===== src/rtl/rr_gen_pkg.sv =====
package rr_gen_pkg;

    typedef enum logic {
        GEN_IDLE = 1'b0,
        GEN_PEND = 1'b1
    } gen_state_e;

    typedef struct packed {
        logic good;
        logic bad;
    } rsp_verdict_t;

    function automatic int idx_width(input int n);
        return (n > 1) ? $clog2(n) : 1;
    endfunction

endpackage


===== src/rtl/rr_rsp_check.sv =====
module rr_rsp_check
    import rr_gen_pkg::*;
#(
    parameter int NPORTS = 4,
    parameter int AW     = 16,
    localparam int IW    = idx_width(NPORTS)
) (
    input  logic                 pend,
    input  logic [IW-1:0]        idx,
    input  logic [AW-1:0]        cur_addr,
    input  logic [NPORTS-1:0]    rsp_valid,
    input  logic [NPORTS*AW-1:0] rsp_addr,
    output rsp_verdict_t         verdict
);
    logic [NPORTS-1:0] hit;
    logic [NPORTS-1:0] miss;

    for (genvar p = 0; p < NPORTS; p++) begin : g_port
        logic match;
        assign match   = pend && (idx == IW'(p)) && (rsp_addr[p*AW +: AW] == cur_addr);
        assign hit[p]  = rsp_valid[p] && match;
        assign miss[p] = rsp_valid[p] && !match;
    end

    assign verdict.good = |hit;
    assign verdict.bad  = |miss;
endmodule


===== src/rtl/rr_port_ptr.sv =====
module rr_port_ptr
    import rr_gen_pkg::*;
#(
    parameter int NPORTS = 4,
    localparam int IW    = idx_width(NPORTS)
) (
    input  logic          clk,
    input  logic          rst,
    input  logic          adv,
    output logic [IW-1:0] idx,
    output logic          wrap
);
    localparam logic [IW-1:0] LAST = IW'(NPORTS - 1);

    assign wrap = adv && (idx == LAST);

    always_ff @(posedge clk) begin
        if (rst) begin
            idx <= '0;
        end else if (adv) begin
            idx <= (idx == LAST) ? '0 : idx + 1'b1;
        end
    end
endmodule


===== src/rtl/rr_addr_cycle.sv =====
module rr_addr_cycle #(
    parameter int AW = 16,
    parameter int CW = 8
) (
    input  logic          clk,
    input  logic          rst,
    input  logic          wrap,
    input  logic [AW-1:0] step,
    output logic [AW-1:0] addr,
    output logic [CW-1:0] cycles
);
    localparam logic [CW-1:0] CMAX = '1;

    always_ff @(posedge clk) begin
        if (rst) begin
            addr   <= '0;
            cycles <= '0;
        end else if (wrap) begin
            addr <= addr + step;
            if (cycles != CMAX) begin
                cycles <= cycles + 1'b1;
            end
        end
    end
endmodule


===== src/rtl/rr_issue_ctrl.sv =====
module rr_issue_ctrl
    import rr_gen_pkg::*;
#(
    parameter int NPORTS = 4,
    localparam int IW    = idx_width(NPORTS)
) (
    input  logic              clk,
    input  logic              rst,
    input  logic              en,
    input  logic [IW-1:0]     idx,
    input  logic [NPORTS-1:0] req_ready,
    input  rsp_verdict_t      verdict,
    output logic [NPORTS-1:0] req_valid,
    output logic              pend,
    output logic              adv,
    output logic              err
);
    gen_state_e state;
    logic       offer;
    logic       taken;

    assign offer = (state == GEN_IDLE) && en;
    assign taken = offer && req_ready[idx];
    assign pend  = (state == GEN_PEND);
    assign adv   = verdict.good;

    for (genvar p = 0; p < NPORTS; p++) begin : g_valid
        assign req_valid[p] = offer && (idx == IW'(p));
    end

    always_ff @(posedge clk) begin
        if (rst) begin
            state <= GEN_IDLE;
            err   <= 1'b0;
        end else begin
            if (taken) begin
                state <= GEN_PEND;
            end else if (verdict.good) begin
                state <= GEN_IDLE;
            end
            if (verdict.bad) begin
                err <= 1'b1;
            end
        end
    end
endmodule


===== src/rtl/rr_series_gen.sv =====
module rr_series_gen
    import rr_gen_pkg::*;
#(
    parameter int NPORTS = 4,
    parameter int AW     = 16,
    parameter int CW     = 8
) (
    input  logic                 clk,
    input  logic                 rst,
    input  logic                 en,
    input  logic                 wr_mode,
    input  logic [AW-1:0]        step,
    output logic [NPORTS-1:0]    req_valid,
    input  logic [NPORTS-1:0]    req_ready,
    output logic [AW-1:0]        req_addr,
    output logic                 req_write,
    output logic [7:0]           req_data,
    input  logic [NPORTS-1:0]    rsp_valid,
    input  logic [NPORTS*AW-1:0] rsp_addr,
    output logic [CW-1:0]        cycles,
    output logic                 err
);
    localparam int IW = idx_width(NPORTS);

    logic [IW-1:0] idx;
    logic          wrap;
    logic          adv;
    logic          gen_pend;
    logic [AW-1:0] cur_addr;
    rsp_verdict_t  verdict;

    rr_rsp_check #(.NPORTS(NPORTS), .AW(AW)) u_chk_rsp (
        .pend      (gen_pend),
        .idx       (idx),
        .cur_addr  (cur_addr),
        .rsp_valid (rsp_valid),
        .rsp_addr  (rsp_addr),
        .verdict   (verdict)
    );

    rr_issue_ctrl #(.NPORTS(NPORTS)) u_ctrl (
        .clk       (clk),
        .rst       (rst),
        .en        (en),
        .idx       (idx),
        .req_ready (req_ready),
        .verdict   (verdict),
        .req_valid (req_valid),
        .pend      (gen_pend),
        .adv       (adv),
        .err       (err)
    );

    rr_port_ptr #(.NPORTS(NPORTS)) u_ptr (
        .clk  (clk),
        .rst  (rst),
        .adv  (adv),
        .idx  (idx),
        .wrap (wrap)
    );

    rr_addr_cycle #(.AW(AW), .CW(CW)) u_addr (
        .clk    (clk),
        .rst    (rst),
        .wrap   (wrap),
        .step   (step),
        .addr   (cur_addr),
        .cycles (cycles)
    );

    assign req_addr  = cur_addr;
    assign req_write = wr_mode;
    assign req_data  = 8'h00;
endmodule


===== config.mk =====
export PLATFORM = sky130hd
export DESIGN_NAME = rr_series_gen
export DESIGN_NICKNAME = d
export VERILOG_FILES = /design/src/rtl/rr_gen_pkg.sv /design/src/rtl/rr_rsp_check.sv /design/src/rtl/rr_port_ptr.sv /design/src/rtl/rr_addr_cycle.sv /design/src/rtl/rr_issue_ctrl.sv /design/src/rtl/rr_series_gen.sv
export SDC_FILE = /design/constraint.sdc
export NUM_CORES = 1
export LEC_CHECK = 0
export ABC_CLOCK_PERIOD_IN_PS = 4200
export BUFFER_PORTS_ARGS = -buffer_cell sky130_fd_sc_hd__clkbuf_2
export CAP_MARGIN = 20
export CORE_UTILIZATION = 50
export DETAILED_ROUTE_END_ITERATION = 12
export PLACE_DENSITY = 0.84
export RECOVER_POWER = 25
export SLEW_MARGIN = 20
export SYNTH_ARGS = -nofsm -noshare
export SYNTH_HDL_FRONTEND = slang
export SYNTH_SLANG_ARGS = --single-unit
export TNS_END_PERCENT = 20

===== constraint.sdc =====
create_clock -name clk -period 4.2 [get_ports clk]
set_clock_uncertainty 0.05 [all_clocks]
set_input_delay 0.42 -clock clk [delete_from_list [all_inputs] [get_ports clk]]
set_output_delay 0.42 -clock clk [all_outputs]
set_load 0.01 [all_outputs]

* Yosys cells after proc, flatten, opt, wreduce, memory -nomap -nowiden
Index checks and enable logic that the tools add are counted.
** Word-level totals
- Bits in registers :: 28
- Input bits :: 92
- Output and inout port bits :: 38
- Logic and storage cells :: 55
** Operators by class
- Add/subtract/negate cells :: 3
- Magnitude comparators :: 1
- Eq/ne operators :: 8
- Mux-type cells :: 5
- Bitwise operators :: 1
- Reductions and logical operators :: 32
** Operators with widths (count)
- $eq A16 B16 Y1 :: 4
- $logic_and A1 B1 Y1 :: 23
- $add A16 B16 Y16 :: 1
- $add A8 B1 Y8 const B :: 1
- $ne A8 B8 Y1 const B :: 1
- $reduce_or A4 Y1 :: 2
- $eq A2 B2 Y1 const B :: 2
- $logic_not A1 Y1 :: 4
- $lt A2 B3 Y1 const B :: 1
- $mux W1 :: 3
- $add A2 B1 Y2 const B :: 1
- $bmux W1 S2 :: 1
- $eq A2 B1 Y1 const B :: 1
- $logic_not A2 Y1 :: 1
- $mux W2 :: 1
- $reduce_and A2 Y1 :: 1
- $reduce_bool A2 Y1 :: 1
- $not A1 Y1 :: 1

* Depth between registers and ports, before layout
- Depth in word-level cells :: 7
- Depth in mapped cells :: 10
- Depth with buffers taken out :: 9

* Modules after synthesis
A second synthesis with hierarchy kept.
** Second synthesis, totals
- Cell total of the unflattened synthesis :: 321
- Area total of the unflattened synthesis :: 2731.4 sq um
** Modules (own cells, without submodules)
- rr_addr_cycle :: times used 1, cells an instance 185, area each 1637.8 sq um, seq. area each 480.5 sq um
- rr_rsp_check :: times used 1, cells an instance 104, area each 788.3 sq um, seq. area each 0.0 sq um
- rr_issue_ctrl :: times used 1, cells an instance 13, area each 141.4 sq um, seq. area each 40.0 sq um
- rr_port_ptr :: times used 1, cells an instance 9, area each 92.6 sq um, seq. area each 40.0 sq um
- rr_series_gen :: times used 1, cells an instance 10, area each 71.3 sq um, seq. area each 0.0 sq um

* Worst setup path before layout
OpenSTA, ideal clock, no wires.
- Kind :: input -> register
- Start :: input step[4]
- End :: register u_addr.addr[12]
- Setup time :: 0.087 ns
- Data arrival time :: 2.399 ns
- Data required time :: 4.063 ns
- Slack :: 1.664 ns
- Stages on the path :: 8
- Buffers on the path :: 0
- Cell sequence :: ha_1 > a2111oi_0 > o21ai_0 > a211o_1 > a2111oi_0 > nor3_1 > xnor2_1 > o31ai_1
** Between the ends
- Word-level cells in the longest chain between the ends :: 1
** RTL lines
- start: declaration :: line rr_series_gen.sv:12 : input logic [AW-1:0] step,
- $add A16 B16 Y16 :: line rr_addr_cycle.sv:19 : addr <= addr + step;
- end signal: assignment :: line rr_addr_cycle.sv:19
- end: declaration :: line rr_addr_cycle.sv:9 : output logic [AW-1:0] addr,
Every way passes these cells.
A chain may end at the register's enable or synchronous reset.

* Worst setup path in the final report
- Start :: register u_addr.addr[4]
- End :: register u_addr.addr[12]
** Between the ends
- Word-level cells in the longest chain between the ends :: 5
- Elaborated cells between the ends (all ways) :: 15
- Classes of those cells :: 1 x add/sub; 4 x eq/ne; 10 x reduce/logical
** RTL lines
- branches (longest 5 deep; another with $add A16 B16 Y16)
Parallel ways; which one is timed is not known.

==> impl.org <==
** CTS
- The cell sitting at the root of the clock tree is a sky130_fd_sc_hd__clkbuf_8.
- CTS tree :: yes
- Cells resized by post-CTS repair :: 0
- Count of hold buffers inserted by post-cts repair :: 0
- Num Clock Sinks :: 28
- CTS buffer count :: 3
- Register clock-pin slew on the reported worst setup and hold paths :: 0.10 ns
- The longest clock path from root to sink contains 2 buffers.
- The number of setup buffers added after CTS is 0.
- CTS built an H-tree with a depth of 1.
- At the later pin of the worst-skew pair, clock insertion delay measures 0.28 ns.

** Cells and area
- Antenna diode count :: 0
- Fill cells :: 497
- Share of layout cells above drive strength 1 :: 0.258
- Nets@finish :: ~560
- Layout overhead on the synthesized area :: 20.3%

** Global routing
- Global-route wire length before repair :: approximately 13000 µm
- Across every metal layer, demand over resource in global routing totals 0.271.
- Initial antenna violation count :: 0
- Vias in the first global route :: 2809
- After global routing the overflow that remains totals 0.
- Entering global routing, the biggest net connects 32 pins.

** Synthesis
- FFs w/ async S/R, synth :: 0
- Synth top area cells :: sky130_fd_sc_hd__dfxtp_1, sky130_fd_sc_hd__xnor2_1, sky130_fd_sc_hd__ha_1
- Post-synth design cell area :: 2830 µm²
- Each instance of the synthesized netlist takes up on average 8.07 µm².
- Yosys top cell by area :: sky130_fd_sc_hd__dfxtp_1
- Most frequent cell after synthesis :: sky130_fd_sc_hd__xnor2_1
- During synthesis, Yosys emitted a total of 0 warnings.
- Of the post-synthesis cell area, the dominant cell type holds 0.198.
- In this run, synthesis inferred 0 flip-flops with an integrated enable.
- The most used flip-flop cell after synthesis is sky130_fd_sc_hd__dfxtp_1.
- The number of different library cells used by synthesis comes to 46.
- Most frequent cells after synthesis :: sky130_fd_sc_hd__xnor2_1, sky130_fd_sc_hd__a21oi_1, sky130_fd_sc_hd__dfxtp_1, sky130_fd_sc_hd__ha_1
- After technology mapping, the gate count stands at 351.
- Register bit total from synthesis :: 28
- The share of the Yosys chip area taken by registers is 0.198.

** Routing
- DRT iter0 DRCs :: 151
- Final routed DRC violation total :: 0
- Wirelength, routed :: a little over 8000 µm
- Drt wl/cell :: 15.6 µm
- In this run the remaining antenna-violating nets after routing total 0.
- The first TritonRoute pass finished after 5 iterations.
- Summing over every cut layer, the via total after detailed routing is 2947.
- Via-to-Cell Ratio :: 5.65

** Pwr
- Switching power :: 147 µW
- The internal power of the cells totals around 460 µW.
- Total Power Consumption :: 607 µW
- Of the total power, the clock network draws 0.354.
- Cell Pwr Density :: 178 nW/µm²
- IR analysis of the VDD net gives a maximum drop of ~130 µV.
- Of the total power, registers draw 0.441.
- Of the total power, the share spent switching nets is 0.243.
- Combinational share of power :: 0.204
- The analysis attributes to cell leakage a power of 1.45 nW.

** Setup path
- For flop-to-flop paths, the worst setup slack is 1.22 ns.
- Data arrives at the worst endpoint at ~3.1 ns.
- In this design, the stage delay of the slowest critical-path cell is 0.54 ns.
- Reg-to-Reg End :: u_addr.addr[12]
- The startpoint identified for the worst register-to-register timing path is u_addr.addr[4].
- Along the worst path, the maximum fanout reaches 7.
- CP Class :: reg2reg
- The slowest stage of the critical path is the sky130_fd_sc_hd__dfxtp_1 cell.
- Family of cells with the greatest summed delay on the critical path :: compound AO/OA/AOI/OAI gates
- CP endpoint :: u_addr.addr[12]
- CP Data Required Time :: 4.35 ns
- Critical path launch point :: u_addr.addr[4]
- Total number of cells along the worst setup path :: 8
- Worst Reg-to-Reg Cells :: 8
- Type of origin of the critical path :: flop
- The critical path goes through ha_1, a2111oi_0, o21ai_0, a211o_1, a2111oi_0, nor3_1, xnor2_1, o31ai_1.
- Endpoint class of the critical path :: flop
- Most frequent CP cell :: sky130_fd_sc_hd__a2111oi_0
- Together, buffers and inverters on the worst path number 0.

** Floorplan
- The core region is 5470 µm².
- Die outline width :: just under 80 µm
- Die Footprint :: 5970 µm²
- Row generation in the floorplan step produced 27 rows.
- In this run the count of I/O pins placed on the die edge is 130.
- The die is 77.3 µm tall.
- Starting density of the core :: 0.517

** Timing
- At the pin with the least slew margin, the transition time is 0.796 ns.
- Setup violations remaining at the end of the flow were counted as 0.
- Worst rel slew slack :: 0.469
- Subtracting the final worst setup slack from the clock period gives 2.98 ns.
- Setup total negative slack on the finished layout was measured at 0 ns.
- Derived from the worst setup path, the maximum achievable clock frequency is 0.336 GHz.
- Slew Limit Fails :: 0
- Of the available clock period, the critical path in the final layout requires 0.709.
- Setup repair after global routing missed its margin :: no
- Final number of hold-violating endpoints :: 0
- Tightest hold margin :: 0.399 ns

** Run
- # Max-Cap Violations :: 0

** Status
- Result of the run :: finished clean

** Min path
- The path class of the tightest hold or removal check is in2reg.

** Placed design
- Count of buffers inserted at the top-level ports :: 119
- The wire-length estimate of the detail-placed layout is 6560 µm.
- Routability-driven placement finished with a final weighted congestion of slightly below 1.
[worst min path at each step]
stage                          start          endpoint  depth (start not counted)
floorplan               u_ptr.idx[0]      u_ptr.idx[0]                          2
global placement    u_addr.cycles[1]  u_addr.cycles[1]                          2
detailed placement  u_addr.cycles[1]  u_addr.cycles[1]                          2
CTS                     rsp_valid[2]        u_ctrl.err                          3
global route            rsp_valid[2]        u_ctrl.err                          3
finish                  rsp_valid[2]        u_ctrl.err                          3
[cells by family (layout without fill, tap and decap cells)]
family	Yosys count	after routing	synth area share
and+or+nand+nor	106	106	0.194
AOI/OAI and AO/OA	71	71	0.157
xor gates and xnor gates	76	76	0.235
adders and majority gates	21	21	0.0954
muxes	10	10	0.0402
DFF	28	28	0.198
other	1	8	0.00132
buffers and inverters	38	130	0.0787
[layout by cell type (no fill, tap or decap), drive strengths merged, types with 12 or more instances in the layout]
master,instances
a21oi,29
clkbuf,122
dfxtp,28
ha,20
nand2,19
nand3,12
nand4,13
nor2,19
nor3,13
o21ai,12
xnor2,57
xor2,19
[tightest hold or removal path, delay by kind of cell]
kind	cells	cell delay, ns
buffers and inverters	1	0.09
AO/OA/AOI/OAI	2	0.16
[state kept, by name, indices dropped and copies added, names as in the netlist]
name / cells
u_ctrl.pend: 1
u_addr.addr: 16
u_ctrl.err: 1
u_addr.cycles: 8
u_ptr.idx: 2
[routing by layer]
metal  up-vias  track usage  routed length, µm
met5         -            0                  0
met4         0        0.100                221
met3        18       0.0250                538
met2       155        0.481               4010
met1      1351        0.335               3380
li1       1423            -                  -
[stage by stage]
stage | std cells | setup WS (ns) | utilization | instance area [µm²]
after floorplan | 358 | 1.66 | - | 2860
after global placement | 518 | 1.40 | 0.612 | 3350
after detailed placement | 518 | 1.34 | 0.612 | 3350
after CTS | 522 | 1.35 | 0.625 | 3420
after global routing | 522 | 1.17 | 0.622 | 3410
final | 522 | 1.22 | 0.622 | 3410
[final cells by class]
class | instances | area (µm²) | area share
inverter | 6 | 22.5 | 0.00661
timing repair buffer | 120 | 587 | 0.172
clock inverter | 1 | 30.0 | 0.00882
tap | 72 | 90.1 | 0.0265
multi-input combinational | 292 | 2070 | 0.609
sequential | 28 | 561 | 0.165
clock buffer | 3 | 41.3 | 0.0121
[power groups by stage]
stage	combinational, mW	sequential [mW]	clock, mW
after floorplan	0.0681	0.274	0
after global placement	0.121	0.274	0
after detailed placement	0.123	0.274	0
after CTS	0.124	0.268	0.220
after global routing	0.135	0.268	0.229
final	0.124	0.268	0.215
Note: power is estimated with default switching activity, not from simulation.
